<file path="src/rtl/seg_xlate_pkg.sv">
package seg_xlate_pkg;
  localparam int NUM_SEG = 4;
  localparam int SEG_W   = 2;

  typedef enum logic [1:0] {
    SEG_CODE  = 2'd0,
    SEG_DATA  = 2'd1,
    SEG_STACK = 2'd2,
    SEG_EXTRA = 2'd3
  } seg_id_e;

  typedef enum logic [1:0] {
    ACC_FETCH    = 2'd0,
    ACC_DATA     = 2'd1,
    ACC_STACK    = 2'd2,
    ACC_DATA_ALT = 2'd3
  } acc_type_e;

  typedef enum logic [1:0] {
    FLT_NONE  = 2'd0,
    FLT_LIMIT = 2'd1,
    FLT_PRIV  = 2'd2
  } fault_e;
endpackage

</file>
<file path="src/rtl/seg_reg_bank.sv">
module seg_reg_bank #(
  parameter int NUM_SEG  = 4,
  parameter int SEL_W    = 16,
  parameter int BASE_W   = 24,
  parameter int LIM_W    = 16,
  parameter int PL_W     = 2,
  parameter int CODE_IDX = 0
) (
  input  logic                       clk_i,
  input  logic                       rst_ni,
  input  logic                       ld_valid_i,
  input  logic [$clog2(NUM_SEG)-1:0] ld_seg_i,
  input  logic [SEL_W-1:0]           ld_sel_i,
  input  logic [BASE_W-1:0]          ld_base_i,
  input  logic [LIM_W-1:0]           ld_limit_i,
  input  logic [PL_W-1:0]            ld_dpl_i,
  input  logic [$clog2(NUM_SEG)-1:0] rd_seg_i,
  output logic [BASE_W-1:0]          rd_base_o,
  output logic [LIM_W-1:0]           rd_limit_o,
  output logic [PL_W-1:0]            rd_dpl_o,
  output logic [PL_W-1:0]            cpl_o,
  input  logic [$clog2(NUM_SEG)-1:0] vis_seg_i,
  output logic [SEL_W-1:0]           vis_sel_o
);
  localparam int SEG_W = $clog2(NUM_SEG);

  logic [SEL_W-1:0]  sel_q   [NUM_SEG];
  logic [BASE_W-1:0] base_q  [NUM_SEG];
  logic [LIM_W-1:0]  limit_q [NUM_SEG];
  logic [PL_W-1:0]   dpl_q   [NUM_SEG];

  for (genvar g = 0; g < NUM_SEG; g++) begin : g_seg
    logic wr_en;
    assign wr_en = ld_valid_i && (ld_seg_i == SEG_W'(g));
    always_ff @(posedge clk_i or negedge rst_ni) begin
      if (!rst_ni) begin
        sel_q[g]   <= '0;
        base_q[g]  <= '0;
        limit_q[g] <= '1;
        dpl_q[g]   <= '0;
      end else if (wr_en) begin
        sel_q[g]   <= ld_sel_i;
        base_q[g]  <= ld_base_i;
        limit_q[g] <= ld_limit_i;
        dpl_q[g]   <= ld_dpl_i;
      end
    end
  end

  // same-cycle load bypasses the cache
  logic hit_rd, hit_code;
  assign hit_rd   = ld_valid_i && (ld_seg_i == rd_seg_i);
  assign hit_code = ld_valid_i && (ld_seg_i == SEG_W'(CODE_IDX));

  assign rd_base_o  = hit_rd   ? ld_base_i  : base_q[rd_seg_i];
  assign rd_limit_o = hit_rd   ? ld_limit_i : limit_q[rd_seg_i];
  assign rd_dpl_o   = hit_rd   ? ld_dpl_i   : dpl_q[rd_seg_i];
  assign cpl_o      = hit_code ? ld_dpl_i   : dpl_q[CODE_IDX];
  assign vis_sel_o  = sel_q[vis_seg_i];
endmodule

</file>
<file path="src/rtl/seg_pick.sv">
module seg_pick
  import seg_xlate_pkg::*;
(
  input  logic [1:0]       acc_type_i,
  input  logic             ovr_en_i,
  input  logic [SEG_W-1:0] ovr_seg_i,
  output logic [SEG_W-1:0] seg_o
);
  always_comb begin
    unique case (acc_type_e'(acc_type_i))
      ACC_FETCH: seg_o = SEG_CODE;
      ACC_STACK: seg_o = SEG_STACK;
      default:   seg_o = ovr_en_i ? ovr_seg_i : SEG_DATA;
    endcase
  end
endmodule

</file>
<file path="src/rtl/seg_check.sv">
module seg_check
  import seg_xlate_pkg::*;
#(
  parameter int BASE_W = 24,
  parameter int OFF_W  = 16,
  parameter int PL_W   = 2
) (
  input  logic [BASE_W-1:0] base_i,
  input  logic [OFF_W-1:0]  limit_i,
  input  logic [PL_W-1:0]   dpl_i,
  input  logic [PL_W-1:0]   cpl_i,
  input  logic [OFF_W-1:0]  off_i,
  output logic [BASE_W-1:0] addr_o,
  output logic [1:0]        fault_o
);
  logic over_lim, no_priv;
  assign over_lim = off_i > limit_i;
  assign no_priv  = cpl_i > dpl_i;

  always_comb begin
    if (over_lim)     fault_o = FLT_LIMIT;
    else if (no_priv) fault_o = FLT_PRIV;
    else              fault_o = FLT_NONE;
  end

  // sum wraps at BASE_W bits
  assign addr_o = (fault_o != FLT_NONE) ? '0 : base_i + BASE_W'(off_i);
endmodule

</file>
<file path="src/rtl/seg_xlate_unit.sv">
module seg_xlate_unit
  import seg_xlate_pkg::*;
#(
  parameter int SEL_W  = 16,
  parameter int ADDR_W = 24,
  parameter int OFF_W  = 16,
  parameter int PL_W   = 2
) (
  input  logic              clk_i,
  input  logic              rst_ni,
  input  logic              ld_valid_i,
  input  logic [1:0]        ld_seg_i,
  input  logic [SEL_W-1:0]  ld_sel_i,
  input  logic [ADDR_W-1:0] ld_base_i,
  input  logic [OFF_W-1:0]  ld_limit_i,
  input  logic [PL_W-1:0]   ld_dpl_i,
  input  logic              req_valid_i,
  input  logic [1:0]        req_type_i,
  input  logic              req_ovr_en_i,
  input  logic [1:0]        req_ovr_seg_i,
  input  logic [OFF_W-1:0]  req_off_i,
  input  logic [1:0]        vis_seg_i,
  output logic [SEL_W-1:0]  vis_sel_o,
  output logic              rsp_valid_o,
  output logic [ADDR_W-1:0] rsp_addr_o,
  output logic [1:0]        rsp_fault_o
);
  logic [SEG_W-1:0]  cur_seg;
  logic [ADDR_W-1:0] cur_base;
  logic [OFF_W-1:0]  cur_limit;
  logic [PL_W-1:0]   cur_dpl;
  logic [PL_W-1:0]   cur_cpl;
  logic [ADDR_W-1:0] addr_c;
  logic [1:0]        fault_c;

  seg_pick u_pick (
    .acc_type_i (req_type_i),
    .ovr_en_i   (req_ovr_en_i),
    .ovr_seg_i  (req_ovr_seg_i),
    .seg_o      (cur_seg)
  );

  seg_reg_bank #(
    .NUM_SEG  (NUM_SEG),
    .SEL_W    (SEL_W),
    .BASE_W   (ADDR_W),
    .LIM_W    (OFF_W),
    .PL_W     (PL_W),
    .CODE_IDX (int'(SEG_CODE))
  ) u_bank (
    .clk_i      (clk_i),
    .rst_ni     (rst_ni),
    .ld_valid_i (ld_valid_i),
    .ld_seg_i   (ld_seg_i),
    .ld_sel_i   (ld_sel_i),
    .ld_base_i  (ld_base_i),
    .ld_limit_i (ld_limit_i),
    .ld_dpl_i   (ld_dpl_i),
    .rd_seg_i   (cur_seg),
    .rd_base_o  (cur_base),
    .rd_limit_o (cur_limit),
    .rd_dpl_o   (cur_dpl),
    .cpl_o      (cur_cpl),
    .vis_seg_i  (vis_seg_i),
    .vis_sel_o  (vis_sel_o)
  );

  seg_check #(
    .BASE_W (ADDR_W),
    .OFF_W  (OFF_W),
    .PL_W   (PL_W)
  ) u_check (
    .base_i  (cur_base),
    .limit_i (cur_limit),
    .dpl_i   (cur_dpl),
    .cpl_i   (cur_cpl),
    .off_i   (req_off_i),
    .addr_o  (addr_c),
    .fault_o (fault_c)
  );

  always_ff @(posedge clk_i or negedge rst_ni) begin
    if (!rst_ni) begin
      rsp_valid_o <= 1'b0;
      rsp_addr_o  <= '0;
      rsp_fault_o <= FLT_NONE;
    end else begin
      rsp_valid_o <= req_valid_i;
      rsp_addr_o  <= req_valid_i ? addr_c  : '0;
      rsp_fault_o <= req_valid_i ? fault_c : FLT_NONE;
    end
  end
endmodule

</file>
<file path="config.mk">
export PLATFORM = sky130hd
export DESIGN_NAME = seg_xlate_unit
export DESIGN_NICKNAME = d
export VERILOG_FILES = /design/src/rtl/seg_xlate_pkg.sv /design/src/rtl/seg_reg_bank.sv /design/src/rtl/seg_pick.sv /design/src/rtl/seg_check.sv /design/src/rtl/seg_xlate_unit.sv
export SDC_FILE = /design/constraint.sdc
export NUM_CORES = 1
export LEC_CHECK = 0
export ABC_AREA = 0
export BUFFER_PORTS_ARGS = -buffer_cell sky130_fd_sc_hd__buf_2
export CAP_MARGIN = 25
export CORE_MARGIN = 3
export CORE_UTILIZATION = 60
export CTS_CLUSTER_SIZE = 40
export DETAILED_ROUTE_END_ITERATION = 16
export PLACE_DENSITY_LB_ADDON = 0.08
export SLEW_MARGIN = 5
export SYNTH_ARGS = -nofsm -noshare
export SYNTH_HDL_FRONTEND = slang
export SYNTH_SLANG_ARGS = --single-unit
</file>
<file path="constraint.sdc">
create_clock -name clk_i -period 3.5 [get_ports clk_i]
set_input_delay 0.175 -clock clk_i [delete_from_list [all_inputs] [get_ports clk_i]]
set_output_delay 0.175 -clock clk_i [all_outputs]
set_load 0.02 [all_outputs]
</file>
==> qor.yml, run 1 <==
cts.clk_slew.worst_paths_ns: 0.06
hold_class: "input pin to register"
cts_buffers: 27
finalHoldViolCount: 0
async_flop_share_pct: 100
dp_cells: 1353
clock_path_buffers: 3
stdcell_count: 1463
met2_usage_pct: 43.4
total_power_w: 0.00921
drv_slew: 0
grt-busiest-layer: "met2"
powerDensity_nw_per_um2: 579
clock_latency_ns: 0.53
synthDistinctLibCells: 64
cts_setup_buffers: 0
p_leak_nw: 6.97
drtPass1Iterations: 5
syn_to_final_growth_pct: 23.3
grt_max_degree: 100
grt_use_met3_pct: 3.69
die_x_um: 153
critPathTopFamily: "compound AO/OA/AOI/OAI gates"
path_cells: "mux4_2, mux2_2, ha_1, a2111oi_0, o21ai_1, a31oi_2, a31oi_1, a21oi_2, nor2_1, a21o_1, a21oi_1"
ys_ff_latch: 259
critPathArrivalTime_ns: 3.72
cap_violations: 0
synth_area_per_cell_sq_um: 14.1
numPortBuffers: 129
use_met1_pct: 38.3
drt_wl_total_um: 30300
n_antenna_cell: 0
clock-sinks: 259
max_stage_delay_ns: 0.46
crit_required_ns: 3.96
ios: 130
routed-via-count: 8727
critical_path.n_buffers_inverters: 0
grt_util_all_layers_pct: 26.4
grt_setup_unrepaired: "false"
cp_max_fo: 4
antenna_found_initial: 0
grt_overflow: 0
finalSetupViolCount: 0
first_iter_violations: 411
cpMaxStageDelayCell: "mux4_2"
tightest_slew_ns: 1.01
crit_path_end_kind: "register"
dp_hpwl_um: 19900
period_share_pct: 93.1
slew_headroom_pct: 32.9
layout.nets: 1289
grt_first_pass_wirelength_um: 49900
grt_pass1_vias: 9444
vias_per_cell: 5.97
yosys_warnings: 0
cts_root_buf: "clkbuf_16"
synth_edf_count: 0
fin_skew_ns: 0.0121
drive_gt1_share_pct: 52.9
fmax_mhz: 307
cts_tree: "built"
die_height_um: 153
postRouteAntennaNets: 0
min_period_ns: 3.26
seq_area_frac_synth_pct: 50.9
finalSetupTns_ns: 0
core_sq_um: 21100
rows: 53
critPathKind: "register to register"
drcViolationCount: 0
die_area_sq_um: 23300
htreeDepth: 1
gp_congestion: 0.886
outcome: "finished clean"
fill_cells: 1355
ir_worst_vdd_mv: 0.547
syn_nets: 1037
wl_per_cell_um: 20.7
synthCells: 915
synth_area_sq_um: 12900
yosys_most_used_dff: "dfrtp_1"
startpoint_type: "register"
initial_core_util_pct: 61.2
-- metrics by stage --
stage	setup WS [ns]	util (%)	hold slack, ns	cell area, sq um
after detailed placement	-0.263	68.5	0.254	14500
after global routing	0.0422	75.4	0.112	15900
final	0.243	75.4	0.0954	15900
after CTS	0.151	75.4	0.0858	15900
after global placement	-0.174	68.5	0.255	14500
after floorplan	0.00797	-	-0.121	13000
-- kinds of logic after synthesis --
group / synth area share (%)
AO/OA/AOI/OAI: 6.14
XOR/XNOR: 0.883
adder cells (fa/ha/maj): 3.45
buffers and inverters: 2.14
flip-flops: 50.9
multiplexers: 31.8
AND/OR/NAND/NOR: 4.69
-- area by class of cell --
| type | instances | area, sq um | area share, % |
|---|---|---|---|
| clock buffers | 42 | 782 | 4.92 |
| clock inverters | 8 | 68.8 | 0.433 |
| inverters | 16 | 60.1 | 0.377 |
| multi-input cells | 592 | 6150 | 38.6 |
| flip-flops and latches | 259 | 6560 | 41.2 |
| well taps | 275 | 344 | 2.16 |
| repair buffers | 271 | 1950 | 12.2 |
-- layout by cell type (no fill, tap or decap), types with 7 or more instances in the layout --
cell           count
mux2_2           236
dfrtp_1          195
buf_2            128
buf_4             76
dfstp_2           64
dlygate4sd3_1     60
mux4_2            54
ha_1              32
clkbuf_16         27
nor2_1            24
nand2_1           23
a21oi_1           22
mux2i_1           22
o21ai_0           22
inv_1             15
a211oi_1          14
nor3_1            12
and3_1            10
clkbuf_1          10
nand3_1            7
nor2b_1            7
a21o_1             7
xor2_1             7
-- report_power, final --
part / switching, W / internal, W / total (W) / leakage [nW]
Sequential: 0.000281 / 0.00367 / 0.00395 / 3.03
Clock: 0.00114 / 0.00160 / 0.00275 / 0.423
Combinational: 0.00118 / 0.00134 / 0.00252 / 3.51
-- final timing paths --
kind | from | end | slack, ns | cells past startpoint
min in group asynchronous | rst_ni | u_bank.base_q[80]$_DFFE_PN0P_ | 0.24 | 2
hold / removal | req_off_i[0] | rsp_addr_o[0]$_DFF_PN0_ | 0.1 | 4
max in group asynchronous | rst_ni | u_bank.limit_q[33]$_DFFE_PN1P_ | 2.26 | 3
hold reg to reg | u_bank.base_q[45]$_DFFE_PN0P_ | u_bank.base_q[45]$_DFFE_PN0P_ | 0.48 | 2
setup / recovery | u_bank.base_q[6]$_DFFE_PN0P_ | rsp_addr_o[23]$_DFF_PN0_ | 0.24 | 11
setup reg to reg | u_bank.base_q[6]$_DFFE_PN0P_ | rsp_addr_o[23]$_DFF_PN0_ | 0.24 | 11
-- cells in the mapped netlist (all sizes together), types with 4 or more instances --
library cell	instances	area, sq um
nand3	8	40.0
o221ai	4	41.3
nor2	25	93.8
o211ai	5	37.5
a21oi	25	136
a21o	7	52.6
mux2i	22	220
nor3	13	65.1
nand2b	6	37.5
inv	16	60.1
o21a	5	38.8
xnor2	6	52.6
xor2	7	61.3
ha	34	425
nand3b	4	30.0
clkbuf	29	109
a211oi	14	105
mux4	54	1220
nor3b	4	30.0
nand2	26	108
o21ai	27	139
mux2	237	2670
a31oi	5	37.5
and3	10	62.6
dfrtp	195	4880
dfstp	64	1680
nand4	4	25.0
nor2b	7	43.8
buf	19	108
-- worst min-delay path, delay by kind of cell --
family                   cells  cell delay [ns]
AND/OR/NAND/NOR              1             0.04
adder cells (fa/ha/maj)      1             0.20
buffers and inverters        2             0.17
-- state kept, by name, indices dropped and copies added, names as in the netlist --
| signal | flops |
|---|---|
| u_bank.base_q | 96 |
| u_bank.dpl_q | 8 |
| rsp_fault_o | 2 |
| u_bank.limit_q | 64 |
| rsp_addr_o | 24 |
| rsp_valid_o | 1 |
| u_bank.sel_q | 64 |
-- timing repair --
item,CTS,global route
hold buffers,60,0
hold endpoints to repair,317,0
gates resized for setup,0,1
setup endpoints to repair,0,3
-- metal layers --
metal  vias up  wire length (um)
met5         -                 0
met1      4492             13600
met2       231             14600
li1       3960                 -
met3        44              1500
met4         0               531
(Power assumes the default switching activity.)
==> run 2: changes to the inputs <==
Settings changed: PLACE_DENSITY from default to 0.85, PLACE_DENSITY_LB_ADDON 0.08 to default.
==> run 2 against run 1 <==
Effect of this change: hold slack better by 0.044 ns; largest power group unchanged; largest cell class unchanged; register-to-register slack gained 0.09 ns; clock power rose by 8.4%; critical path type is now input pin to register; sequential share of layout area is essentially flat; maximum frequency is 1.2% higher; clock-buffer cell count shrank 1; combinational power barely moved.
==> qor.yml, run 2 (synthesized netlist as in run 1, its figures left out) <==
cts_root_buf: "clkbuf_16"
grt_first_pass_wirelength_um: 50600
wl_per_cell_um: 21.0
tightest_slew_ns: 0.951
p_leak_nw: 6.97
critPathArrivalTime_ns: 3.65
cts_buffers: 28
drive_gt1_share_pct: 53.2
critPathKind: "input pin to register"
combPwrFrac_pct: 26.5
antenna_found_initial: 1
crit_required_ns: 3.93
largest_reg_flops: 96
regMostFlops: "u_bank.base_q"
rows: 53
r2r_cells: 11
htreeDepth: 1
clock_path_buffers: 3
r2r-end: "rsp_addr_o[21]$_DFF_PN0_"
drt_wl_total_um: 30700
clock_latency_ns: 0.54
grt_overflow: 0
p_switching_w: 0.00269
core_sq_um: 21100
r2r_setup_slack_ns: 0.33
fin_skew_ns: 0.0220
grt_util_all_layers_pct: 26.6
register_area_sq_um: 6560
final_area_sq_um: 15900
slew_headroom_pct: 36.6
dp_cells: 1346
max_stage_delay_ns: 0.41
cpMaxStageDelayCell: "or3_1"
fill_cells: 1324
critical_path_depth: 17
path_cells: "buf_2, nand2_1, or3_1, nand2_4, o21a_4, buf_4, buf_4, mux2_2, ha_1, nand3_1, nor2_1, a31oi_1, a31oi_1, a21oi_2, nor3_1, xor2_1, nor2_1"
seq_power_share_pct: 42.0
drv_slew: 0
dp_hpwl_um: 20200
syn_to_final_growth_pct: 23.3
drtPass1Iterations: 5
cp_max_fo: 11
outcome: "finished clean"
reg_top3: "u_bank.base_q x96, u_bank.limit_q x64, u_bank.sel_q x64"
p_sw_share_pct: 28.5
initial_core_util_pct: 61.2
gp_congestion: 0.882
mostFrequentLayoutCell: "mux2_2"
finalSetupViolCount: 0
multi_input_area_sq_um: 6140
layout.nets: 1283
die_area_sq_um: 23300
cp-startpoint: "ld_valid_i"
fmax_mhz: 311
critPathTopFamily: "simple AND/OR/NAND/NOR gates"
grt_pass1_vias: 9491
placed_cell_area_sq_um: 14400
final_cell_mix: "236 x mux2_2, 195 x dfrtp_1, 128 x buf_2"
finalHoldViolCount: 0
drcViolationCount: 0
hold_class: "input pin to register"
crit_path_end_kind: "register"
grt_setup_unrepaired: "false"
worstReg2RegStart: "u_bank.base_q[75]$_DFFE_PN0P_"
n_antenna_cell: 0
p_clk_share_pct: 31.6
postRouteAntennaNets: 0
cts.clk_slew.worst_paths_ns: 0.06
min_period_ns: 3.22
p_int_w: 0.00674
stdcell_count: 1458
period_share_pct: 92.0
crit_end: "rsp_addr_o[21]$_DFF_PN0_"
startpoint_type: "input pin"
cts_tree: "built"
ios: 130
grt_max_degree: 80
ir_worst_vdd_mv: 0.422
first_iter_violations: 572
numPortBuffers: 129
cap_violations: 0
vias_per_cell: 6.05
die_x_um: 153
routed-via-count: 8824
critical_path.n_buffers_inverters: 3
die_height_um: 153
clock-sinks: 259
cts_resized: 0
powerDensity_nw_per_um2: 593
==> run 2: per-stage QoR <==
stage	power (W)	TNS [ns]	hold WS, ns	util, %	worst slack, ns
global route	0.00989	0	0.148	75.4	0.140
CTS	0.00946	0	0.0828	75.4	0.355
finish	0.00943	0	0.140	75.4	0.281
floorplan	0.00557	0	-0.121	-	0.00797
global placement	0.00630	-0.255	0.180	68.1	-0.0917
detailed placement	0.00641	-0.803	0.184	68.1	-0.174
==> run 2: cell type report <==
cell class,count,share of cell area [%]
tap,275,2.16
multi-input combinational,592,38.6
sequential,259,41.2
timing repair buffer,264,11.7
clock buffer,41,5.35
clock inverter,11,0.582
inverter,16,0.378
==> run 2: what timing repair did <==
item	4_1_cts	5_1_grt
hold endpoints to repair	295	0
setup buffers	0	0
hold buffers	60	0
==> run 2: metal layers <==
metal | vias up | global-route usage, % | share of wire (%)
met3 | 60 | 5.06 | 6.4
met2 | 300 | 44.8 | 49
met5 | - | 0 | 0.042
li1 | 3930 | - | -
met4 | 2 | 7.30 | 2.6
met1 | 4532 | 36.1 | 41
==> run 2: worst reg2reg max path, delay by kind of cell, from the launching register on <==
family,cells,cell delay [ns]
simple gates,2,0.29
fa+ha+maj,1,0.33
xor+xnor,1,0.19
mux,2,0.74
flops,1,0.38
compound gates,5,1.13
==> run 2: worst min path at each step <==
stage | from | end | cells after the start
after floorplan | rst_ni | rsp_addr_o[0]$_DFF_PN0_ | 0
after global placement | rst_ni | u_bank.base_q[59]$_DFFE_PN0P_ | 1
after detailed placement | rst_ni | u_bank.base_q[59]$_DFFE_PN0P_ | 1
after CTS | ld_valid_i | u_bank.base_q[18]$_DFFE_PN0P_ | 4
after global routing | req_off_i[1] | rsp_addr_o[1]$_DFF_PN0_ | 4
final | req_off_i[1] | rsp_addr_o[1]$_DFF_PN0_ | 4
==> run 2: power by group through the flow <==
stage	sequential, W	clock, W	combinational [W]
after floorplan	0.00397	0	0.00160
after global placement	0.00396	0	0.00234
after detailed placement	0.00399	0	0.00242
after CTS	0.00395	0.00302	0.00249
after global routing	0.00402	0.00315	0.00272
final	0.00396	0.00298	0.00250
